### config.mk
export PLATFORM = sky130hd
export DESIGN_NAME = rdiv_unit
export DESIGN_NICKNAME = d
export VERILOG_FILES = /design/src/rtl/rdiv_pkg.sv /design/src/rtl/rdiv_prep.sv /design/src/rtl/rdiv_core.sv /design/src/rtl/rdiv_fix.sv /design/src/rtl/rdiv_unit.sv
export SDC_FILE = /design/constraint.sdc
export NUM_CORES = 1
export LEC_CHECK = 0
export CAP_MARGIN = 20
export CORE_ASPECT_RATIO = 1.25
export CORE_MARGIN = 10
export CORE_UTILIZATION = 59
export CTS_BUF_LIST = sky130_fd_sc_hd__clkbuf_4 sky130_fd_sc_hd__clkbuf_8
export CTS_CLUSTER_DIAMETER = 80
export DETAILED_ROUTE_END_ITERATION = 8
export GPL_ROUTABILITY_DRIVEN = 1
export GPL_TIMING_DRIVEN = 0
export PLACE_DENSITY = 0.82
export SLEW_MARGIN = 10
export SYNTH_ARGS = -nofsm -noshare
export SYNTH_HDL_FRONTEND = slang
export SYNTH_SLANG_ARGS = --single-unit
### constraint.sdc
create_clock -name clk -period 2.8 [get_ports clk]
set_clock_uncertainty 0.1 [all_clocks]
set_input_delay 0.56 -clock clk [delete_from_list [all_inputs] [get_ports clk]]
set_output_delay 0.56 -clock clk [all_outputs]
set_load 0.05 [all_outputs]
### src/rtl/rdiv_pkg.sv
package rdiv_pkg;
  typedef enum logic [1:0] {
    ST_IDLE = 2'd0,
    ST_RUN  = 2'd1,
    ST_FIX  = 2'd2
  } rdiv_state_e;

  function automatic int max3(input int x, input int y, input int z);
    int m;
    m = (x > y) ? x : y;
    return (m > z) ? m : z;
  endfunction
endpackage

### src/rtl/rdiv_prep.sv
module rdiv_prep #(
  parameter int IN_W = 8,
  parameter int W    = 8,
  parameter int EW   = W + 1
) (
  input  logic [IN_W-1:0] opnd,
  input  logic            is_signed,
  output logic [EW-1:0]   ext,
  output logic [W-1:0]    mag
);
  logic          fill;
  logic [EW-1:0] absv;

  assign fill = is_signed & opnd[IN_W-1];
  assign ext  = {{(EW-IN_W){fill}}, opnd};
  assign absv = ext[EW-1] ? (~ext + 1'b1) : ext;
  assign mag  = absv[W-1:0];
endmodule

### src/rtl/rdiv_core.sv
module rdiv_core #(
  parameter int W = 8
) (
  input  logic         clk,
  input  logic         rst_n,
  input  logic         load,
  input  logic         step,
  input  logic [W-1:0] dividend,
  input  logic [W-1:0] divisor,
  output logic [W-1:0] quo_mag,
  output logic [W-1:0] rem_mag
);
  logic [W-1:0] quo, rem, dv;
  logic [W:0]   trial, diff, qsh;
  logic         q_bit;

  assign trial = {rem, quo[W-1]};
  assign diff  = trial - {1'b0, dv};
  assign q_bit = (trial >= {1'b0, dv});
  assign qsh   = {quo, q_bit};

  always_ff @(posedge clk or negedge rst_n) begin
    if (!rst_n) begin
      quo <= '0;
      rem <= '0;
      dv  <= '0;
    end else if (load) begin
      quo <= dividend;
      rem <= '0;
      dv  <= divisor;
    end else if (step) begin
      quo <= qsh[W-1:0];
      rem <= q_bit ? diff[W-1:0] : trial[W-1:0];
    end
  end

  assign quo_mag = quo;
  assign rem_mag = rem;

  // partial remainder never reaches the divisor
  p_rem_bound_r5: assert property (@(posedge clk) disable iff (!rst_n)
    (step && !load && dv != '0) |=> (rem < dv));
endmodule

### src/rtl/rdiv_fix.sv
module rdiv_fix #(
  parameter int W   = 8,
  parameter int EW  = W + 1,
  parameter int Y_W = 8
) (
  input  logic [W-1:0]   quo_mag,
  input  logic [W-1:0]   rem_mag,
  input  logic [EW-1:0]  ext_a,
  input  logic [EW-1:0]  ext_b,
  input  logic           floor_m,
  input  logic           zero_div,
  output logic [Y_W-1:0] q,
  output logic [Y_W-1:0] r
);
  logic          neg_a, neg_b, opp, adj;
  logic [EW-1:0] mq, mr, tq, tr, fq, fr;

  assign neg_a = ext_a[EW-1];
  assign neg_b = ext_b[EW-1];
  assign opp   = neg_a ^ neg_b;
  assign mq    = {{(EW-W){1'b0}}, quo_mag};
  assign mr    = {{(EW-W){1'b0}}, rem_mag};
  assign tq    = opp   ? (~mq + 1'b1) : mq;
  assign tr    = neg_a ? (~mr + 1'b1) : mr;
  assign adj   = floor_m & opp & (rem_mag != '0);
  assign fq    = adj ? (tq - 1'b1) : tq;
  assign fr    = adj ? (tr + ext_b) : tr;
  assign q     = zero_div ? '1 : fq[Y_W-1:0];
  assign r     = zero_div ? ext_a[Y_W-1:0] : fr[Y_W-1:0];
endmodule

### src/rtl/rdiv_unit.sv
module rdiv_unit #(
  parameter int A_W = 8,
  parameter int B_W = 8,
  parameter int Y_W = 8
) (
  input  logic           clk,
  input  logic           rst_n,
  input  logic           in_valid,
  output logic           in_ready,
  input  logic [A_W-1:0] in_a,
  input  logic [B_W-1:0] in_b,
  input  logic           in_a_signed,
  input  logic           in_b_signed,
  input  logic           in_floor,
  output logic           busy,
  output logic           done,
  output logic [Y_W-1:0] quotient,
  output logic [Y_W-1:0] remainder,
  output logic           div_by_zero
);
  import rdiv_pkg::*;

  localparam int W  = max3(A_W, B_W, Y_W);
  localparam int EW = W + 1;
  localparam int CW = $clog2(W + 1);

  rdiv_state_e   state;
  logic [CW-1:0] cnt;
  logic [EW-1:0] ext_a_w, ext_b_w, ext_a_r, ext_b_r;
  logic [W-1:0]  mag_a_w, mag_b_w, quo_mag, rem_mag;
  logic [Y_W-1:0] fix_q, fix_r;
  logic          floor_r, accept, zero_div;

  rdiv_prep #(.IN_W(A_W), .W(W), .EW(EW)) u_prep_a (
    .opnd(in_a), .is_signed(in_a_signed), .ext(ext_a_w), .mag(mag_a_w));
  rdiv_prep #(.IN_W(B_W), .W(W), .EW(EW)) u_prep_b (
    .opnd(in_b), .is_signed(in_b_signed), .ext(ext_b_w), .mag(mag_b_w));

  assign in_ready = (state == ST_IDLE);
  assign busy     = ~in_ready;
  assign accept   = in_valid & in_ready;
  assign zero_div = (ext_b_r == '0);

  rdiv_core #(.W(W)) u_core (
    .clk(clk), .rst_n(rst_n), .load(accept), .step(state == ST_RUN),
    .dividend(mag_a_w), .divisor(mag_b_w),
    .quo_mag(quo_mag), .rem_mag(rem_mag));

  rdiv_fix #(.W(W), .EW(EW), .Y_W(Y_W)) u_fix (
    .quo_mag(quo_mag), .rem_mag(rem_mag), .ext_a(ext_a_r), .ext_b(ext_b_r),
    .floor_m(floor_r), .zero_div(zero_div), .q(fix_q), .r(fix_r));

  always_ff @(posedge clk or negedge rst_n) begin
    if (!rst_n) begin
      state       <= ST_IDLE;
      cnt         <= '0;
      ext_a_r     <= '0;
      ext_b_r     <= '0;
      floor_r     <= 1'b0;
      done        <= 1'b0;
      quotient    <= '0;
      remainder   <= '0;
      div_by_zero <= 1'b0;
    end else begin
      done <= 1'b0;
      case (state)
        ST_IDLE: if (accept) begin
          ext_a_r <= ext_a_w;
          ext_b_r <= ext_b_w;
          floor_r <= in_floor;
          cnt     <= '0;
          state   <= ST_RUN;
        end
        ST_RUN: begin
          cnt <= cnt + 1'b1;
          if (cnt == CW'(W - 1)) state <= ST_FIX;
        end
        ST_FIX: begin
          quotient    <= fix_q;
          remainder   <= fix_r;
          div_by_zero <= zero_div;
          done        <= 1'b1;
          state       <= ST_IDLE;
        end
        default: state <= ST_IDLE;
      endcase
    end
  end

  logic [Y_W-1:0] id_lhs;
  assign id_lhs = quotient * ext_b_r[Y_W-1:0] + remainder;

  // result strobe lasts one cycle
  p_done_pulse_r2: assert property (@(posedge clk) disable iff (!rst_n)
    done |=> !done);
  // the end of a run always delivers a result
  p_end_done_r2: assert property (@(posedge clk) disable iff (!rst_n)
    $fell(busy) |-> done);
  // a run starts only from an offered beat
  p_accept_r1: assert property (@(posedge clk) disable iff (!rst_n)
    $rose(busy) |-> $past(in_valid));
  // outputs move only together with the strobe
  p_hold_r9: assert property (@(posedge clk) disable iff (!rst_n)
    !done |-> ($stable(quotient) && $stable(remainder) && $stable(div_by_zero)));
  // division identity on delivered results
  p_identity_r5: assert property (@(posedge clk) disable iff (!rst_n)
    (done && !div_by_zero) |-> (id_lhs == ext_a_r[Y_W-1:0]));
  // zero divisor gives an all-ones quotient
  p_dbz_r8: assert property (@(posedge clk) disable iff (!rst_n)
    (done && div_by_zero) |-> (&quotient));
endmodule

Yosys cells after proc, flatten, opt, wreduce, memory -nomap -nowiden
Index checks and enable logic that the tools add are counted.

Register bits after elaboration: 67.

$add $sub $neg: 8. $lt $le $gt $ge: 1. Eq/ne operators: 5. Multiplexer cells: 19. Bitwise logic cells: 11. Reductions and logical operators: 8.

Operators by type and width (number): 2-to-1 mux 8 bit (13); adder 8 x 1 -> 8 bit, second input constant (4); inverter 8 bit (4); >= comparator 9 x 8 -> 1 bit (1); zero test 9 bit (1); adder 8 bit (1); case mux 4 bit (2 select lines) (1); nonzero test 8 bit (1); subtractor 8 x 1 -> 8 bit, second input constant (1); subtractor 8 bit (1); AND reduction 2 bit (3); bitwise AND 1 bit (5); adder 4 x 1 -> 4 bit, second input constant (1); == test 4 x 3 -> 1 bit, second input constant (1); 2-to-1 mux 2 bit (2); 2-to-1 mux 4 bit (1); case mux 2 bit (2 select lines) (1); nonzero test 2 bit (2); == test 2 x 1 -> 1 bit, second input constant (1); == test 2 bit, second input constant (1); zero test 2 bit (1); != test 2 x 1 -> 1 bit, second input constant (1); != test 2 bit, second input constant (1); 2-to-1 mux 1 bit (1); other kinds (2) (2).

Logic depth before layout (Yosys ltp)
Word-level depth: 6. Mapped depth: 13.

By module
Synthesis repeated with hierarchy kept, for this count alone.

Cell total of the unflattened synthesis: 491. Area, all modules: 4802.1 µm².

By module, submodules not included: rdiv_unit (instances 1, cells each 110, area each 1751.7 µm²); rdiv_core (instances 1, cells each 157, area each 1478.9 µm²); rdiv_fix (instances 1, cells each 156, area each 1123.6 µm²); rdiv_prep (instances 2, cells each 34, area each 224.0 µm²).

Worst setup path before layout
OpenSTA, ideal clock, no wires.

Path kind: register to register. Start: register u_core.rem[0] (netlist: u_core.rem_mag[0]). End: register remainder[7]. Setup time: 0.096 ns. Arrival: 2.358 ns. Data required time: 2.604 ns. Path slack: 0.247 ns. Cell stages (with the launch flop): 12. Clock period less this slack: 2.553 ns. Cells stage by stage: dfrtp_1 inv_1 ha_1 nand2_1 o21ai_0 ha_1 a21oi_1 o211ai_1 o41ai_1 xnor2_1 a21oi_1 o31ai_1.

Cells in the longest elaborated chain, start to end: 6.

Ends and longest elaborated chain: start, declared (line rdiv_core.sv:13) `logic [W-1:0] quo, rem, dv;`; start signal, assigned (line rdiv_core.sv:33) `rem <= q_bit ? diff[W-1:0] : trial[W-1:0];`; inverter 8 bit (line rdiv_fix.sv:24) `assign tr = neg_a ? (~mr + 1'b1) : mr;`; adder 8 x 1 -> 8 bit (line rdiv_fix.sv:24); 2-to-1 mux 8 bit (line rdiv_fix.sv:24); adder 8 bit (line rdiv_fix.sv:27) `assign fr = adj ? (tr + ext_b) : tr;`; 2-to-1 mux 8 bit (*) (line rdiv_fix.sv:27); 2-to-1 mux 8 bit (*) (line rdiv_fix.sv:29) `assign r = zero_div ? ext_a[Y_W-1:0] : fr[Y_W-1:0];`; end signal, assigned (line rdiv_unit.sv:80) `remainder <= fix_r;`; end, declared (line rdiv_unit.sv:18) `output logic [Y_W-1:0] remainder,`.

Every way passes the cells marked *; elsewhere a longest branch is shown, timed or not. A chain may end at the register's enable or synchronous reset.

Final worst setup path
Start: register u_core.rem[1] (netlist: u_core.rem_mag[1]). End: register remainder[7].

Same word-level chain as after synthesis.

==> results_dict.tcl <==
set metrics [dict create \
    status "complete, no violations" \
    critPathLaunchType "flop" \
    num_antenna_cells 0 \
    core_sq_um 6650 \
    cp.depth 11 \
    cp_slowest_cell "dfrtp_2" \
    fill_cells 473 \
    grt_use_total_pct 20.6 \
    synthArstFlopShare_pct 100 \
    root_buffer "clkbuf_8" \
    multiInputGateArea_sq_um 2320 \
    endpoint_kind "flop" \
    synth_edf_count 0 \
    wire_per_inst_um 18.3 \
    most-common-layout-cells "62 x dfrtp_1, 53 x nand2_1, 40 x clkdlybuf4s50_1" \
    cap_viol_max_count 0 \
    synth_xor_area_share_pct 7.92 \
    ys_seq_area_share_pct 40.4 \
    worstPathCellList "inv_1, ha_1, nand2b_1, xnor2_1, ha_1, nand3_1, o211ai_1, o41ai_2, xnor2_1, a21oi_1, o31ai_1" \
    cpLargestDelayFamily "compound AO/OA/AOI/OAI gates" \
    area_growth_pct 19.8 \
    period_needed_ns 2.68 \
    power.leakage_nw 2.10 \
    ff2ff_path_depth 11 \
    drt_iter0_markers 204 \
    die-area_sq_um 10700 \
    dp_hpwl_mm 7.95 \
    overflow 0 \
    drtAntennaViolNets 0 \
    place_ws_ns -0.119 \
    synthMuxAreaShare_pct 5.23 \
    synthAdderAreaFrac_pct 7.40 \
    yosys.area_share.simple_pct 15.7 \
    r2r-start "u_core.rem_mag[1]" \
    grt_pass1_vias 3672 \
    vias 3701 \
    syn-num-nets 494 \
    ys.flop_type "dfrtp_1" \
    cts_tree "done" \
    hold_viol 0 \
    drc 0 \
    dr.pass1.iters 5 \
    yosysWarningCount 0 \
    startpoint "u_core.rem_mag[1]" \
    worst_slew_pin_slew_ns 0.832 \
    slew-limit-headroom_pct 44.5 \
    synth_top_area_share_pct 40.4 \
    netlist_instances 449 \
    clkSinkCount 66 \
    grt_max_degree 67 \
    r2r-end "remainder[7]" \
    totalWireLength_mm 10.9 \
    numCtsBuffers 9 \
    hold_path_class "in2async" \
    avgSynthCellArea_sq_um 9.11 \
    peakVddDrop_mv 0.930 \
    mostFrequentLayoutCell "dfrtp_1" \
    tns_ns 0 \
    fin_crit_sh_pct 95.8 \
    synth_top_family_by_area "compound AO/OA/AOI/OAI gates" \
    setup.worst_path.end "remainder[7]" \
    cp.arrival_ns 2.85 \
    synth-seq-cells 66 \
    synth_compound_area_share_pct 19.2 \
    path_clk_slew_ns 0.07 \
    port_buffers 41 \
    reg2reg_slack_ns 0.12 \
    synth.cell_area_sq_um 4090 \
    vias_per_cell 6.21 \
    grt_antenna_before_repair 0 \
    placed_area_sq_um 4610 \
    synth_cell_types 56 \
    synth_top_cell_by_area "dfrtp_1" \
    gp_congestion 0.912 \
    cts_buffer_depth 2 \
    worst-path-max-fanout 5 \
    setup_viol 0 \
    post_route_cells_drive_above_1_share_pct 10.0 \
    ios 42 \
    ys_top_cells_by_area "dfrtp_1 40%, ha_1 6.4%, xnor2_1 4.9%, nand2_1 4.9%, o21ai_0 4.4%" \
    cp_num_buf_inv 1 \
    slowest_delay_ns 0.41 \
    seq_area_sq_um 1660 \
    drv_slew 0 \
    design_area_sq_um 4900 \
    fp.dieH_um 113 \
    power.density_nw_per_um2 1480 \
    htreeDepth 3 \
    initial_core_util_pct 61.5 \
    grt_pass1_wl_mm 17.7 \
    crit_type "reg2reg" \
    ctsHoldBuffers 0 \
    final_core_util_pct 73.7 \
    die_x_um 94.5 \
    worstSkewPairLatency_ns 0.36 \
    row_count 33 \
    max_freq_ghz 0.373 \
    fin_nets 549 \
    setup_ws_ns 0.117 \
    required_ns 2.97 \
]
-- worst reg2reg max path: stages (launching register included) --
cell	delay (ns)
dfrtp_2	0.41
inv_1	0.09
ha_1	0.21
nand2b_1	0.16
xnor2_1	0.15
ha_1	0.38
nand3_1	0.10
o211ai_1	0.27
o41ai_2	0.11
xnor2_1	0.31
a21oi_1	0.12
o31ai_1	0.22
-- kinds of logic after synthesis --
kind of cell / after synthesis
flops: 66
xor+xnor: 37
fa+ha+maj: 23
simple gates: 140
compound gates: 120
mux: 20
buf+inv: 43
-- worst min path at each step --
stage,endpoint,slack (ns),depth (start not counted)
floorplan,cnt[0],0.16,0
global placement,state[1],0.36,1
detailed placement,state[1],0.37,1
CTS,ext_b_r[5],0.23,1
global route,remainder[2],0.28,1
finish,ext_b_r[6],0.21,1
-- state kept, by name (all words and copies together), names as in the netlist, 4 cells and up --
signal and cells:
u_core.dv 7, cnt 4, quotient 8, u_core.quo_mag 8, u_core.rem_mag 8, remainder 8, ext_a_r 9, ext_b_r 9
-- synthesized netlist by cell type (3+ instances only) --
library cell  count
nand2_1          53
nor2b_1           3
nand3_1          14
xnor2_1          23
o21ai_0          36
nor3_1           11
mux2i_1           9
mux2_2           11
a21oi_1          24
ha_1             21
nand2b_1          7
a221o_1           3
o22a_1            5
a22oi_1           6
a31oi_1          12
inv_1            24
xor2_1           14
nand4_1           3
o21a_1            3
o41ai_1           4
dfrtp_1          66
a211oi_1          4
a21o_1            4
nor2_1           37
clkbuf_1         14
-- where the power goes --
part           internal, mW  leakage, nW  switching, mW
clock network         0.483        0.112          0.382
logic                  1.91         1.20           2.64
registers              1.40        0.785          0.436
-- cell type report --
cell class,instances,share of cell area (%)
Multi-Input combinational cell,340,47.4
Sequential cell,66,33.8
Timing Repair Buffer,44,8.78
Clock buffer,12,3.37
Tap cell,87,2.22
Inverter,24,1.84
Buffer,19,1.58
Clock inverter,4,0.995
-- layer usage --
layer / wire length, um / track usage (%) / vias to the layer above
met1: 4460 / 23.9 / 1800
li1: - / - / 1718
met5: 0 / 0 / -
met3: 712 / 3.51 / 35
met2: 5310 / 34.7 / 148
met4: 392 / 11.6 / 0
-- metrics by stage --
step	hold slack [ns]	instances	power [mW]
4_1_cts	0.233	593	7.02
3_5_place_dp	0.367	577	6.11
6_report	0.206	596	7.25
5_1_grt	0.280	596	7.80
2_1_floorplan	0.164	449	5.01
3_3_place_gp	0.355	577	5.92
-- repair_timing --
action                                  CTS  global route
setup buffers                             0             3
resized for setup                         3            11
pin swaps                                 0             3
endpoints found under the setup margin    2             3
Note: power is estimated with default switching activity, not from simulation.
